[config.mk]
export PLATFORM = sky130hd
export DESIGN_NAME = tt_bitslice_alu
export DESIGN_NICKNAME = d
export VERILOG_FILES = /design/src/rtl/tt_bitslice_alu.sv
export SDC_FILE = /design/constraint.sdc
export NUM_CORES = 1
export LEC_CHECK = 0
export CAP_MARGIN = 20
export CORE_MARGIN = 4
export CORE_UTILIZATION = 35
export DETAILED_ROUTE_END_ITERATION = 8
export DONT_BUFFER_PORTS = 1
export PLACE_DENSITY = 0.5
export SLEW_MARGIN = 20
export SYNTH_ARGS = -nofsm -noshare
export SYNTH_HDL_FRONTEND = slang
export SYNTH_SLANG_ARGS = --single-unit
export TNS_END_PERCENT = 50
[constraint.sdc]
create_clock -name vclk -period 5.9
set_input_delay 1.18 -clock vclk [all_inputs]
set_output_delay 1.18 -clock vclk [all_outputs]
set_load 0.02 [all_outputs]
[src/rtl/tt_bitslice_alu.sv]
module tt_bitslice_alu #(
  parameter int WIDTH = 8
) (
  input  logic [WIDTH-1:0] opa,
  input  logic [WIDTH-1:0] opb,
  input  logic [3:0]       prop_fn,
  input  logic [3:0]       kill_fn,
  input  logic [3:0]       out_fn,
  input  logic             carry_in,
  output logic [WIDTH-1:0] result,
  output logic             carry_out
);
  logic [WIDTH-1:0] prop;
  logic [WIDTH-1:0] kill;
  logic [WIDTH:0]   chain;

  for (genvar i = 0; i < WIDTH; i++) begin : g_slice
    assign prop[i]   = prop_fn[{opa[i], opb[i]}];
    assign kill[i]   = kill_fn[{opa[i], opb[i]}];
    assign result[i] = out_fn[{prop[i], chain[i]}];
  end

  // ripple: propagate passes the carry, otherwise a non-kill generates one
  always_comb begin
    chain[0] = carry_in;
    for (int i = 0; i < WIDTH; i++)
      chain[i+1] = prop[i] ? chain[i] : ~kill[i];
  end

  assign carry_out = chain[WIDTH];
endmodule


==> results by stage <==
Run status:
- The run finished with clean final reports.

Min path:
- The type of the worst min-delay path is in -> out.
- The number of cells on the worst hold path is 1.

Cells and area:
- At the end of the flow the core is filled with cells to 0.382.
- 0 antenna diodes ended up in the layout.
- The number of sequential cells is 0.
- The final layout contains 93 nets.
- In the final layout, the share of cells above drive strength 1 is 0.226.
- The area added between synthesis and finish is 4.33%.
- The sequential cell area in the final layout is 0 sq um.
- After routing the design area is 845 sq um.
- The final-layout clock buffer total is 0.
- Counting the fill cells in the layout gives 214.
- The total area of multi-input combinational cells is 791 sq um.

Pwr:
- The net switching power is 48.4 uW.
- For this design the static power due to leakage is 0.000322 uW.
- The share of total power dissipated in the clock network is 0.
- The register share of total power is 0.
- The post-layout total power is 92.9 uW.
- The power per unit of standard cell area is 110 nW/um^2.
- The net switching share of the total power is 0.521.
- The internal power of the cells totals 44.5 uW.
- Across the VDD grid, the largest voltage drop is 40.9 uV.
- The share of total power dissipated in combinational logic is 1.000.

Logic synthesis:
- The post-synthesis xor/xnor area fraction is 0.
- The dominant combinational cell family by area after synthesis is multiplexers.
- A synthesized cell averages 13.1 sq um.
- The multiplexer area fraction after synthesis is 0.774.
- The count of warnings emitted by yosys is 0.
- The number of nets handed over by synthesis was 91.
- By count the netlist is led by sky130_fd_sc_hd__mux2i_1, sky130_fd_sc_hd__mux4_1, sky130_fd_sc_hd__mux4_2, sky130_fd_sc_hd__inv_1, sky130_fd_sc_hd__nor2_1.
- Synthesis produced 62 cells.
- The proportion of synthesized chip area in sequential cells is 0.
- The compound-cell area share of the yosys netlist is 0.113.
- Of the total synthesized cell area, the portion taken by AND, OR, NAND and NOR gates is 0.0896.
- The fraction of post-synthesis cell area in the top cell type by area is 0.357.
- The post-synthesis share of cell area spent on full adders, half adders and majority gates is 0.
- After synthesis, the cell types taking the most area are sky130_fd_sc_hd__mux4_1, sky130_fd_sc_hd__mux4_2, sky130_fd_sc_hd__mux2i_1.
- The cell area after technology mapping is 810 sq um.
- The dominant cell type by area after synthesis is sky130_fd_sc_hd__mux4_1.
- The count of distinct cell types in the synthesized netlist is 22.

Timing:
- Setup repair after global routing left no endpoint under its margin.
- Setup violations remaining at the end of the flow were counted as 0.
- The worst hold slack is 2650 ps.
- In this run the tightest slew margin relative to its limit is 0.659.
- The final sum of negative setup slack is 0 ps.
- The final-report hold violation count is 0.
- The clock period minus final worst setup slack is 4190 ps.
- The max-slew violation count came to 0.
- For the pin with the worst max-slew slack, the measured transition is 497 ps.
- In the finished design, the share of the clock period the worst path needs comes to 0.710.
- The timing-limited maximum frequency is 0.239 GHz.

GRT:
- The sum of overflow across all layers after global routing is 0.
- Entering global routing, the biggest net connects 9 pins.
- The first global-routing pass estimated 3380 um of wire.
- The number of antenna violations at the first check in global routing is 0.
- The number of global-route vias before repair is 680.
- For this run, the total global-route usage over all layers was measured as 0.128.

Clock network:
- In this run, post-CTS hold repair placed 0 buffers.
- Once the clock tree was built, the resizer swapped 0 gates to a different size.
- In this run the post-CTS setup repair buffer count came out at 0.

Setup path:
- The worst setup path startpoint is opb[2].
- Grouping stages by cell kind, the critical path spends the most delay in multiplexers.
- Of all nets on the critical path, the largest fanout is 4.
- Walking the worst path, the cells encountered are mux4_1, nor2b_4, o21bai_1, a21oi_2, o22ai_1, mux2i_1.
- The type of the setup path with the least slack is in -> out.
- The largest stage delay on the critical path is 640 ps.
- Following the worst setup path forward leads to its endpoint at result[7].
- The data required time of the worst path is 4720 ps.
- Among all stages on the critical path, the largest delay is contributed by sky130_fd_sc_hd__mux4_1.
- The depth of the critical timing path with buffers and inverters included is 6.
- The startpoint type of the worst setup path is an input port.
- Together, buffers and inverters on the worst path number 0.
- The critical path data arrival time is 3010 ps.
- The type of destination of the critical path is an output pin.

Floorplan:
- The die is 56.1 um wide.
- 38 I/O pins were placed.
- For this configuration, the core starts out at a cell density of 0.366.
- The number of rows in the core area is 17.
- The overall die height is 56.1 um.
- The overall die area is 3150 sq um.
- The floorplan step defined a core boundary enclosing 2210 sq um.

Place:
- In this run the tool buffered the top-level ports with 0 buffer cells.
- After legalization and detailed placement, the total HPWL measured 1630 um.
- The area after detailed placement is 845 sq um.
- The last weighted congestion value of the routability-driven placer is 0.712.

Detailed routing:
- The first-iteration detailed-routing DRC count is 25.
- The number of iterations in the first detailed-routing pass is 2.
- For this block, the via count after detailed routing is 624.
- The via density per instance is 6.93.
- For this block, the routed nets add up to 2030 um of wire.
- The residual antenna-violating net count after detailed routing is 0.
- After detailed routing, the number of remaining DRC violations is 0.
- After detailed routing, the average wire length per cell comes to 22.5 um.

Run:
- Across the run, the number of max-cap violations was 0.
==> power groups by stage <==
| stage | Combinational [uW] | Clock [uW] | Sequential [uW] |
|---|---|---|---|
| 3_5_place_dp | 93.1 | 0 | 0 |
| 6_report | 92.9 | 0 | 0 |
| 2_1_floorplan | 83.9 | 0 | 0 |
| 4_1_cts | 93.6 | 0 | 0 |
| 5_1_grt | 100 | 0 | 0 |
| 3_3_place_gp | 92.4 | 0 | 0 |
==> area by class of cell <==
cell class | instances | share of cell area
inverter | 5 | 0.0222
tap | 28 | 0.0415
multi-input combinational | 57 | 0.936
==> worst min-delay path by stage <==
stage,start,endpoint
6_report,out_fn[0],result[4]
5_1_grt,out_fn[0],result[4]
4_1_cts,out_fn[0],result[4]
3_5_place_dp,out_fn[0],result[4]
3_3_place_gp,out_fn[1],result[3]
2_1_floorplan,out_fn[1],result[3]
==> cells in the final DEF (no fill, tap or decap) <==
master                     netlist  final
sky130_fd_sc_hd__mux4_4          1      1
sky130_fd_sc_hd__a21oi_2         2      2
sky130_fd_sc_hd__o31ai_4         1      1
sky130_fd_sc_hd__o22ai_1         2      2
sky130_fd_sc_hd__and3_1          1      1
sky130_fd_sc_hd__a211oi_1        1      1
sky130_fd_sc_hd__o21ai_1         1      1
sky130_fd_sc_hd__nor2b_4         1      1
sky130_fd_sc_hd__nand2b_1        1      1
sky130_fd_sc_hd__nand2_1         2      2
sky130_fd_sc_hd__inv_1           5      5
sky130_fd_sc_hd__o21ai_0         2      2
sky130_fd_sc_hd__mux4_1         11     11
sky130_fd_sc_hd__nand3b_1        1      1
sky130_fd_sc_hd__mux4_2          8      8
sky130_fd_sc_hd__o21bai_1        1      1
sky130_fd_sc_hd__mux2i_1        11     11
sky130_fd_sc_hd__mux2i_4         1      1
sky130_fd_sc_hd__nor2_1          4      4
sky130_fd_sc_hd__nor2b_1         1      1
sky130_fd_sc_hd__nand3_1         2      2
sky130_fd_sc_hd__a21oi_1         2      2
==> kinds of logic (layout without fill, tap and decap cells) <==
group	after synthesis	in the layout
AO/OA/AOI/OAI	12	12
AND/OR/NAND/NOR	13	13
multiplexers	32	32
buffers and inverters	5	5
==> per-stage QoR <==
stage                     setup WS [ps]  std cells
after floorplan                    1890         62
after global placement             1720         90
after detailed placement           1730         90
after CTS                          1720         90
after global routing               1580         90
final                              1710         90
==> metal layers <==
layer / GRT usage / wire length [um] / vias to the layer above
li1: - / - / 288
met1: 0.184 / 939 / 303
met2: 0.192 / 837 / 33
met3: 0.0510 / 252 / 0
met4: 0 / 0 / 0
met5: 0 / 0 / -
(Power assumes the default switching activity.)
